--- src/rtl/hp_pkg.sv ---
package hp_pkg;

    localparam int NUM_TBL = 5;

    typedef logic [2:0] tbl_id_t;

    // XOR the lowest len bits of v onto w output bit positions, bit i landing on bit i mod w.
    function automatic logic [31:0] fold_bits(input logic [31:0] v, input int len, input int w);
        logic [31:0] r;
        r = '0;
        for (int i = 0; i < 32; i++) begin
            if (i < len) r[i % w] = r[i % w] ^ v[i];
        end
        return r;
    endfunction

    // Saturating step of a w-bit counter toward the given direction.
    function automatic logic [31:0] ctr_step(input logic [31:0] c, input logic up, input int w);
        logic [31:0] top;
        top = (32'd1 << w) - 32'd1;
        if (up) return (c == top) ? c : c + 32'd1;
        return (c == 32'd0) ? c : c - 32'd1;
    endfunction

endpackage

--- src/rtl/hp_hash.sv ---
module hp_hash import hp_pkg::*; #(
    parameter int PC_W   = 16,
    parameter int IDX_W  = 6,
    parameter int TAG_W  = 6,
    parameter int HIST_W = 4,
    parameter int HLEN   = 0
) (
    input  logic [PC_W-1:0]   pc,
    input  logic [HIST_W-1:0] hist,
    output logic [IDX_W-1:0]  idx,
    output logic [TAG_W-1:0]  tag
);
    logic [31:0] hist_w;
    logic        unused_pc_bits;

    assign hist_w         = 32'(hist);
    assign idx            = pc[IDX_W-1:0] ^ IDX_W'(fold_bits(hist_w, HLEN, IDX_W));
    assign tag            = pc[IDX_W+TAG_W-1:IDX_W] ^ TAG_W'(fold_bits(hist_w, HLEN, TAG_W));
    assign unused_pc_bits = ^pc;
endmodule

--- src/rtl/hp_table.sv ---
module hp_table #(
    parameter int IDX_W  = 6,
    parameter int TAG_W  = 6,
    parameter int CTR_W  = 2,
    parameter bit TAGGED = 1'b1
) (
    input  logic             clk,
    input  logic             rst,
    input  logic [IDX_W-1:0] lk_idx,
    input  logic [TAG_W-1:0] lk_tag,
    output logic             lk_hit,
    output logic [CTR_W-1:0] lk_ctr,
    input  logic [IDX_W-1:0] up_idx,
    output logic [CTR_W-1:0] up_ctr,
    input  logic             train_en,
    input  logic [CTR_W-1:0] train_val,
    input  logic             alloc_en,
    input  logic [TAG_W-1:0] alloc_tag,
    input  logic [CTR_W-1:0] alloc_ctr
);
    localparam int DEPTH = 1 << IDX_W;
    localparam logic [CTR_W-1:0] WEAK_NT = CTR_W'((1 << (CTR_W - 1)) - 1);

    logic [CTR_W-1:0] ctr_q [DEPTH];

    assign lk_ctr = ctr_q[lk_idx];
    assign up_ctr = ctr_q[up_idx];

    always_ff @(posedge clk) begin
        if (rst) begin
            for (int i = 0; i < DEPTH; i++) ctr_q[i] <= WEAK_NT;
        end else if (alloc_en) begin
            ctr_q[up_idx] <= alloc_ctr;
        end else if (train_en) begin
            ctr_q[up_idx] <= train_val;
        end
    end

    generate
        if (TAGGED) begin : g_tagged
            logic             vld_q [DEPTH];
            logic [TAG_W-1:0] tag_q [DEPTH];

            always_ff @(posedge clk) begin
                if (rst) begin
                    for (int i = 0; i < DEPTH; i++) begin
                        vld_q[i] <= 1'b0;
                        tag_q[i] <= '0;
                    end
                end else if (alloc_en) begin
                    vld_q[up_idx] <= 1'b1;
                    tag_q[up_idx] <= alloc_tag;
                end
            end

            assign lk_hit = vld_q[lk_idx] && (tag_q[lk_idx] == lk_tag);
        end else begin : g_base
            logic unused_tag_bits;
            assign unused_tag_bits = ^{lk_tag, alloc_tag};
            assign lk_hit = 1'b1;
        end
    endgenerate
endmodule

--- src/rtl/hist_pred.sv ---
module hist_pred import hp_pkg::*; #(
    parameter int PC_W  = 16,
    parameter int IDX_W = 6,
    parameter int TAG_W = 6,
    parameter int CTR_W = 2,
    parameter int HSTEP = 1
) (
    input  logic                     clk,
    input  logic                     rst,
    input  logic [PC_W-1:0]          lk_pc,
    output logic                     lk_taken,
    output logic [2:0]               lk_prov,
    output logic [NUM_TBL*IDX_W-1:0] lk_idx,
    input  logic                     up_valid,
    input  logic [PC_W-1:0]          up_pc,
    input  logic                     up_taken,
    input  logic [2:0]               up_prov,
    input  logic [NUM_TBL*IDX_W-1:0] up_idx
);
    localparam int HIST_W = (NUM_TBL - 1) * HSTEP;
    localparam logic [CTR_W-1:0] WEAK_T = CTR_W'(1 << (CTR_W - 1));

    typedef struct packed {
        logic    taken;
        tbl_id_t prov;
    } lk_res_t;

    logic [HIST_W-1:0] ghr_q;
    logic [NUM_TBL-1:0] hit, train_en, alloc_en;
    logic [CTR_W-1:0]  rd_ctr   [NUM_TBL];
    logic [CTR_W-1:0]  up_ctr   [NUM_TBL];
    logic [IDX_W-1:0]  lk_ix    [NUM_TBL];
    logic [TAG_W-1:0]  lk_tag   [NUM_TBL];
    logic [TAG_W-1:0]  up_tag   [NUM_TBL];
    logic [IDX_W-1:0]  unused_up_ix [NUM_TBL];
    logic [CTR_W-1:0]  sel_ctr, train_val, weak_ctr;
    logic              prov_ok, mispred;
    lk_res_t           res;

    generate
        for (genvar t = 0; t < NUM_TBL; t++) begin : g_tbl
            hp_hash #(
                .PC_W(PC_W), .IDX_W(IDX_W), .TAG_W(TAG_W),
                .HIST_W(HIST_W), .HLEN(t * HSTEP)
            ) u_lk_hash (
                .pc(lk_pc), .hist(ghr_q), .idx(lk_ix[t]), .tag(lk_tag[t])
            );

            hp_hash #(
                .PC_W(PC_W), .IDX_W(IDX_W), .TAG_W(TAG_W),
                .HIST_W(HIST_W), .HLEN(t * HSTEP)
            ) u_up_hash (
                .pc(up_pc), .hist(ghr_q), .idx(unused_up_ix[t]), .tag(up_tag[t])
            );

            hp_table #(
                .IDX_W(IDX_W), .TAG_W(TAG_W), .CTR_W(CTR_W), .TAGGED(t != 0)
            ) u_tbl (
                .clk       (clk),
                .rst       (rst),
                .lk_idx    (lk_ix[t]),
                .lk_tag    (lk_tag[t]),
                .lk_hit    (hit[t]),
                .lk_ctr    (rd_ctr[t]),
                .up_idx    (up_idx[t*IDX_W +: IDX_W]),
                .up_ctr    (up_ctr[t]),
                .train_en  (train_en[t]),
                .train_val (train_val),
                .alloc_en  (alloc_en[t]),
                .alloc_tag (up_tag[t]),
                .alloc_ctr (weak_ctr)
            );

            assign lk_idx[t*IDX_W +: IDX_W] = lk_ix[t];
        end
    endgenerate

    // Longest matching history wins; table 0 always hits.
    always_comb begin
        res = '0;
        for (int t = 0; t < NUM_TBL; t++) begin
            if (hit[t]) res.prov = tbl_id_t'(t);
        end
        for (int t = 0; t < NUM_TBL; t++) begin
            if (res.prov == tbl_id_t'(t)) res.taken = rd_ctr[t][CTR_W-1];
        end
    end

    assign lk_taken = res.taken;
    assign lk_prov  = res.prov;

    // Update: train the provider, claim one entry one table further on a miss.
    always_comb begin
        sel_ctr = '0;
        prov_ok = 1'b0;
        for (int t = 0; t < NUM_TBL; t++) begin
            if (up_prov == tbl_id_t'(t)) begin
                sel_ctr = up_ctr[t];
                prov_ok = 1'b1;
            end
        end
        mispred   = sel_ctr[CTR_W-1] != up_taken;
        train_val = CTR_W'(ctr_step(32'(sel_ctr), up_taken, CTR_W));
        weak_ctr  = up_taken ? WEAK_T : WEAK_T - CTR_W'(1);
        for (int t = 0; t < NUM_TBL; t++) begin
            train_en[t] = up_valid && prov_ok && (up_prov == tbl_id_t'(t));
            alloc_en[t] = up_valid && prov_ok && mispred && (int'(up_prov) + 1 == t);
        end
    end

    always_ff @(posedge clk) begin
        if (rst)           ghr_q <= '0;
        else if (up_valid) ghr_q <= {ghr_q[HIST_W-2:0], up_taken};
    end
endmodule

--- config.mk ---
export PLATFORM = sky130hd
export DESIGN_NAME = hist_pred
export DESIGN_NICKNAME = d
export VERILOG_FILES = /design/src/rtl/hp_pkg.sv /design/src/rtl/hp_hash.sv /design/src/rtl/hp_table.sv /design/src/rtl/hist_pred.sv
export SDC_FILE = /design/constraint.sdc
export NUM_CORES = 2
export LEC_CHECK = 0
export BUFFER_PORTS_ARGS = -buffer_cell sky130_fd_sc_hd__buf_2
export CORE_ASPECT_RATIO = 1.1
export CORE_UTILIZATION = 45
export DETAILED_ROUTE_END_ITERATION = 10
export SLEW_MARGIN = 40
export SYNTH_ARGS = -nofsm -noshare
export SYNTH_HDL_FRONTEND = slang
export SYNTH_HIERARCHICAL = 1
export SYNTH_SLANG_ARGS = --single-unit
--- constraint.sdc ---
create_clock -name clk -period 6.2 [get_ports clk]
set_input_delay 0.62 -clock clk [delete_from_list [all_inputs] [get_ports clk]]
set_output_delay 0.62 -clock clk [all_outputs]
set_load 0.01 [all_outputs]
### After elaboration in Yosys (flattened, before gate mapping)

Memory sizes are Yosys's and may differ from the RTL's.
Index checks and enable logic that the tools add are counted.

| storage, ports and cells | value |
|---|---|
| bits of input ports | 69 |
| bits in registers | 4 |
| RAM bits | 2,432 |
| memories kept | 13 |

| operators by class | value |
|---|---|
| $add $sub $neg | 3 |
| reductions and logical operators | 33 |
| muxes and demuxes | 106 |
| equality and inequality tests | 18 |
| bitwise gates (word level) | 17 |

Memories:

| memory | words | width | read ports | clocked after memory_dff | wr ports | RTL line | text |
|---|---|---|---|---|---|---|---|
| g_tbl[1].u_tbl.g_tagged.tag_q | 64 | 6 | 1 | 0 | 64 | hp_table.sv:42 | `logic [TAG_W-1:0] tag_q [DEPTH];` |
| g_tbl[2].u_tbl.g_tagged.tag_q | 64 | 6 | 1 | 0 | 64 | hp_table.sv:42 |  |
| g_tbl[3].u_tbl.g_tagged.tag_q | 64 | 6 | 1 | 0 | 64 | hp_table.sv:42 |  |
| g_tbl[4].u_tbl.g_tagged.tag_q | 64 | 6 | 1 | 0 | 64 | hp_table.sv:42 |  |
| g_tbl[0].u_tbl.ctr_q | 64 | 2 | 2 | 0 | 64 | hp_table.sv:24 | `logic [CTR_W-1:0] ctr_q [DEPTH];` |
| g_tbl[1].u_tbl.ctr_q | 64 | 2 | 2 | 0 | 64 | hp_table.sv:24 |  |
| 7 more memories | -- | -- | -- | -- | -- | -- |  |

Operators by type and width:

| cell | number |
|---|---|
| 6-bit 2-to-1 mux | 17 |
| 1-bit 2-to-1 mux | 66 |
| 32-bit by 3-bit equality test with 1-bit output, second input constant | 2 |
| 2-bit 2-to-1 mux | 20 |
| 32-bit by 2-bit equality test with 1-bit output, second input constant | 1 |
| 32-bit zero test | 1 |
| 6-bit equality test | 4 |
| 6-bit OR reduction | 4 |
| 6-bit by 1-bit XOR with 6-bit output | 3 |
| 6-bit by 2-bit XOR with 6-bit output | 3 |
| 6-bit by 3-bit XOR with 6-bit output | 3 |
| 6-bit by 4-bit XOR with 6-bit output | 3 |
| 1-bit logical AND | 16 |
| 3-bit by 2-bit equality test with 1-bit output, second input constant | 4 |
| 2-bit OR reduction | 5 |
| 3-bit 2-to-1 mux | 3 |
| 3-bit by 1-bit equality test with 1-bit output, second input constant | 2 |
| 3-bit equality test, second input constant | 2 |
| 3-bit zero test | 2 |
| 1-bit OR | 5 |
| 3-bit by 1-bit adder with 4-bit output, second input constant | 1 |
| 4-bit by 3-bit equality test with 1-bit output, second input constant | 1 |
| 1-bit OR reduction | 4 |
| 2-bit by 1-bit adder with 2-bit output, second input constant | 1 |
| 4 further kinds | 4 |

### Logic depth before layout (Yosys ltp)

| depth | value |
|---|---|
| depth after elaboration | 15 |
| mapped depth | 18 |
| mapped depth without buffers | 15 |

### By module

Netlist, hierarchy kept.

By module, submodules not included:

| module | area an instance (um2) | cells each | instances |
|---|---|---|---|
| hp_table (g_tbl[2].u_tbl ...) | 27,853.0 | 2,082 | 3 |
| hp_table (g_tbl[1].u_tbl) | 28,115.7 | 2,106 | 1 |
| hp_table (g_tbl[0].u_tbl) | 7,782.5 | 675 | 1 |
| hist_pred | 620.6 | 83 | 1 |
| hp_hash (g_tbl[4].u_lk_hash ...) | 100.1 | 12 | 2 |
| hp_hash (g_tbl[3].u_lk_hash ...) | 97.6 | 12 | 2 |
| hp_hash (g_tbl[2].u_lk_hash ...) | 95.1 | 12 | 2 |
| hp_hash (g_tbl[1].u_lk_hash ...) | 92.6 | 12 | 2 |
| hp_hash (g_tbl[0].u_lk_hash ...) | 90.1 | 12 | 2 |

### Worst setup path after synthesis

No wires, ideal clock.

| timing | value |
|---|---|
| path type | flip-flop to output port |
| from | register ghr_q[1] |
| to | output lk_taken |
| path buffers | 4 |
| arrival | 4,245 ps |
| setup slack | 1,335 ps |
| stages on the path, launching flop included | 17 |
| required time | 5,580 ps |
| cell sequence | dfxtp_1 > xor2_1 > buf_4 > buf_6 > buf_4 > buf_2 > mux4_2 > a22oi_1 > a21oi_1 > nor4_2 > xor2_1 > nand2_1 > nor4_2 > o21ba_2 > nor2_1 > a2111o_1 > a2bb2oi_1 |

| between the ends | value |
|---|---|
| elaborated cells between the ends (all ways) | 34 |
| those cells by class | eq/ne (7); mux (8); bitwise (6); reduce/logical (4); memory (9) |

RTL lines:

| element | RTL line | text |
|---|---|---|
| from (decl) | hist_pred.sv:28 | `logic [HIST_W-1:0] ghr_q;` |
| from (signal assigned) | hist_pred.sv:113 | `else if (up_valid) ghr_q <= {ghr_q[HIST_W-2:0], up_taken};` |
| 6-bit by 3-bit XOR with 6-bit output * | hp_hash.sv:17 | `assign idx = pc[IDX_W-1:0] ^ IDX_W'(fold_bits(hist_w, HLEN, IDX_W));` |
| net lk_idx[19] | hist_pred.sv:13 | `output logic [NUM_TBL*IDX_W-1:0] lk_idx,` |
| memory read 64 x 6 bit | -- |  |
| 6-bit equality test | hp_table.sv:56 | `assign lk_hit = vld_q[lk_idx] && (tag_q[lk_idx] == lk_tag);` |
| 1-bit logical AND * | hp_table.sv:56 |  |
| net hit[3] | hist_pred.sv:29 | `logic [NUM_TBL-1:0] hit, train_en, alloc_en;` |
| 3-bit 2-to-1 mux * (2 in a row) | hist_pred.sv:82 | `if (hit[t]) res.prov = tbl_id_t'(t);` |
| net lk_prov[1] | hist_pred.sv:12 | `output logic [2:0] lk_prov,` |
| 3-bit zero test | hist_pred.sv:85 | `if (res.prov == tbl_id_t'(t)) res.taken = rd_ctr[t][CTR_W-1];` |
| 1-bit 2-to-1 mux (4 in a row) | hist_pred.sv:85 |  |
| 1-bit 2-to-1 mux * | hist_pred.sv:85 |  |
| to (decl) | hist_pred.sv:11 | `output logic lk_taken,` |

Mark *: on every way through the listed nets, which the timed path passes. The rest lies on a longest branch.

### Worst setup path after layout

| timing | value |
|---|---|
| from | register ghr_q[0] |
| to | output lk_taken |

| between the ends | value |
|---|---|
| longest elaborated chain between the ends | 14 |
| elaborated cells between the ends (all ways) | 42 |
| those cells by class | eq/ne (8); mux (9); bitwise (8); reduce/logical (5); memory (12) |

Ends and longest elaborated chain:

| element | RTL line |
|---|---|
| 6-bit by 1-bit XOR with 6-bit output | hp_hash.sv:17 |
| memory read 64 x 6 bit | -- |
| 6-bit equality test | hp_table.sv:56 |
| 1-bit logical AND | hp_table.sv:56 |
| 1-bit 2-to-1 mux | hist_pred.sv:82 |
| 3-bit 2-to-1 mux (3 in a row) | hist_pred.sv:82 |
| 3-bit zero test | hist_pred.sv:85 |
| 1-bit 2-to-1 mux (4 in a row) | hist_pred.sv:85 |
| 1-bit 2-to-1 mux * | hist_pred.sv:85 |

Every way passes the cells marked *; elsewhere a longest branch is shown, timed or not.

==> reports/qor.yml <==
stdcell_area_mm2: 0.133
hold_end: "g_tbl[0].u_tbl/ctr_q[42][0]$_SDFFCE_PN1P_"
grt_pass1_wl_um: 503000
vias: 76100
start_util_pct: 45.2
slowest_stage: "mux4_2"
ant_nets: 0
grtUsageTotal_pct: 25.1
setup.worst_path.start: "ghr_q[0]$_SDFFE_PP0P_"
met3_length_um: 24100
core_area_mm2: 0.262
postSynthCellCount: 9068
endpoint_kind: "output pin"
hold_path_class: "input pin to register"
die_area_mm2: 0.265
fillers: 22000
place_congestion: 0.896
via_per_inst: 5.99
netlist_area_mm2: 0.118
drc: 0
hpwl_um: 217000
routedWlPerCell_um: 26.7
power_density_mw_per_mm2: 285
r2r-end: "g_tbl[2].u_tbl/g_tagged.tag_q[40][5]$_SDFFCE_PN0P_"
worstSetupPathType: "register to output pin"
arrival_ps: 5480
drt_iter0_markers: 8231
slew_headroom_pct: 37.3
fin_skew_ps: 47.8
vdd_drop_max_mv: 0.228
reg2reg_from: "g_tbl[2].u_tbl/ctr_q[8][1]$_SDFFCE_PN0P_"
grt_antenna_before_repair: 19
cts-root-buf: "clkbuf_16"
ys_warn_count: 6
wl_um: 339000
wl_met1_um: 138000
critPathRequiredTime_ps: 5580
clock_latency_ps: 870
internal_power_w: 0.0289
drive_gt1_share_pct: 22.1
grt_pass1_vias: 75700
final_hold_viol_count: 0
cts_hold_buffers: 0
p_sw_share_pct: 23.7
grt_overflow: 0
placed_area_mm2: 0.124
first_pass_iters: 5
whs_ps: 157
critPathLaunchType: "register"
clock_path_buffers: 4
period_share_pct: 98.4
met2WireLength_um: 166000
top_layer_used: "met5"
r2r_slack_ps: 1120
pin_count: 103
p_clk_share_pct: 42.0
critPathMaxFanout: 10
rows: 197
seq_power_share_pct: 48.7
critical_path.cell_chain: "buf_4 -> xor2_4 -> clkbuf_16 -> mux4_2 -> mux4_2 -> mux4_2 -> o2111a_1 -> nand3_1 -> nor4_4 -> buf_4 -> buf_4 -> o21ba_2 -> nor2_1 -> a2111o_1 -> a2bb2oi_1 -> buf_4 -> buf_2"
p_comb_share_pct: 9.3
final_nets: 9080
numPortBuffers: 88
max_freq_ghz: 0.164
period_minus_slack_ps: 6100
status: "complete, no violations"
cpMostUsedCell: "buf_4"
max_stage_delay_ps: 570
numCtsBuffers: 271
h-tree-depth: 5
tritoncts: "built"
power.leakage_nw: 45.8
switchingPower_w: 0.00897
grt_start_max_net_pins: 185
clk_pin_slew_ps: 60
setup_viol: 0
cts_sinks: 2436
worst_slew_pin_slew_ps: 940
slew_viol_final: 0
r2r_cells: 16
min_from: "up_idx[0]"
hold_depth: 3
synth.net_count: 9138
postSynthAreaPerCell_um2: 13.0
maxCapViolCount: 0
die_h_um: 540
syn_to_final_growth_pct: 12.1
die_w_um: 491
layout by cell type (no fill, tap or decap), types with 38 or more instances in the layout:
cell type  instances
a21oi_1           50
a221oi_1          90
a22o_1            68
a22oi_1          228
a31oi_1           68
and2_1          1555
buf_12            44
buf_2             78
buf_4            396
clkbuf_1          60
clkbuf_16        287
clkinv_1          49
dfxtp_1          258
edfxtp_1        2176
inv_1            272
mux2i_1          124
mux4_2           522
nand2_1          320
nand2b_1          38
nand3_1           81
nand3b_1          43
nand4_1          116
nor2_1           522
nor2b_1           54
nor3_1           328
o21bai_1         110
o22ai_1          303
or2_2            456
power by group through the flow:
stage               combinational, W  sequential [W]  clock [W]
floorplan                    0.00227          0.0187          0
global placement             0.00337          0.0188          0
detailed placement           0.00341          0.0188          0
CTS                          0.00346          0.0185     0.0162
global route                 0.00368          0.0185     0.0168
finish                       0.00351          0.0184     0.0159
metrics by stage:
| stage | setup TNS, ps | instances | utilization (%) | setup slack [ps] | total power [W] |
|---|---|---|---|---|---|
| 3_5_place_dp | 0 | 12200 | 47.2 | 16.3 | 0.0222 |
| 6_report | 0 | 12700 | 50.7 | 101 | 0.0379 |
| 5_1_grt | -14.3 | 12700 | 50.7 | -14.3 | 0.0389 |
| 2_1_floorplan | 0 | 9068 | - | 1480 | 0.0210 |
| 3_3_place_gp | 0 | 12200 | 47.2 | 99.8 | 0.0221 |
| 4_1_cts | 0 | 12700 | 50.6 | 5.21 | 0.0381 |
per-layer routing:
| metal | vias to the layer above | GRT usage, % |
|---|---|---|
| met5 | - | 0 |
| met2 | 3205 | 41.9 |
| met4 | 6 | 8.21 |
| met3 | 656 | 3.43 |
| li1 | 33400 | - |
| met1 | 38800 | 33.8 |
layout make-up:
class,instances,area (µm²),area share [%]
timing repair buffer,550,4830,3.64
clock buffer,357,7470,5.63
clock inverter,119,1150,0.869
sequential,2436,70600,53.2
tap,3482,4360,3.28
inverter,279,1050,0.789
multi-input combinational,5472,43300,32.6
antenna,7,17.5,0.0132
critical path, delay by kind of cell (launching register included):
family                    cells  cell delay, ps
AOI/OAI and AO/OA             4             960
muxes                         3            1590
DFF                           1             410
xor gates and xnor gates      1             290
and+or+nand+nor               3             210
buffers and inverters         6            1080
sequential cells by signal (all words and copies together), names as in the netlist:
signal                      cells
g_tbl.u_tbl/ctr_q             640
g_tbl.u_tbl/g_tagged.tag_q   1536
g_tbl.u_tbl/g_tagged.vld_q    256
ghr_q                           4
how the worst max path moves through the flow:
stage                     slack, ps                                                  to  cells past startpoint
final                           100                                            lk_taken                     17
after global routing            -10                                            lk_taken                     17
after CTS                         5                                            lk_taken                     17
after detailed placement         20   g_tbl[2].u_tbl/g_tagged.tag_q[0][3]$_SDFFCE_PN0P_                     19
after global placement          100  g_tbl[2].u_tbl/g_tagged.tag_q[40][4]$_SDFFCE_PN0P_                     19
after floorplan                1480                                            lk_taken                     16
repair_timing:
item | CTS | global route
endpoints found under the setup margin | 2 | 1
pin swaps | 3 | 3
cloned | 4 | 5
resized for setup | 10 | 8
setup buffers | 4 | 13
Power figures use the tool's default switching activity.
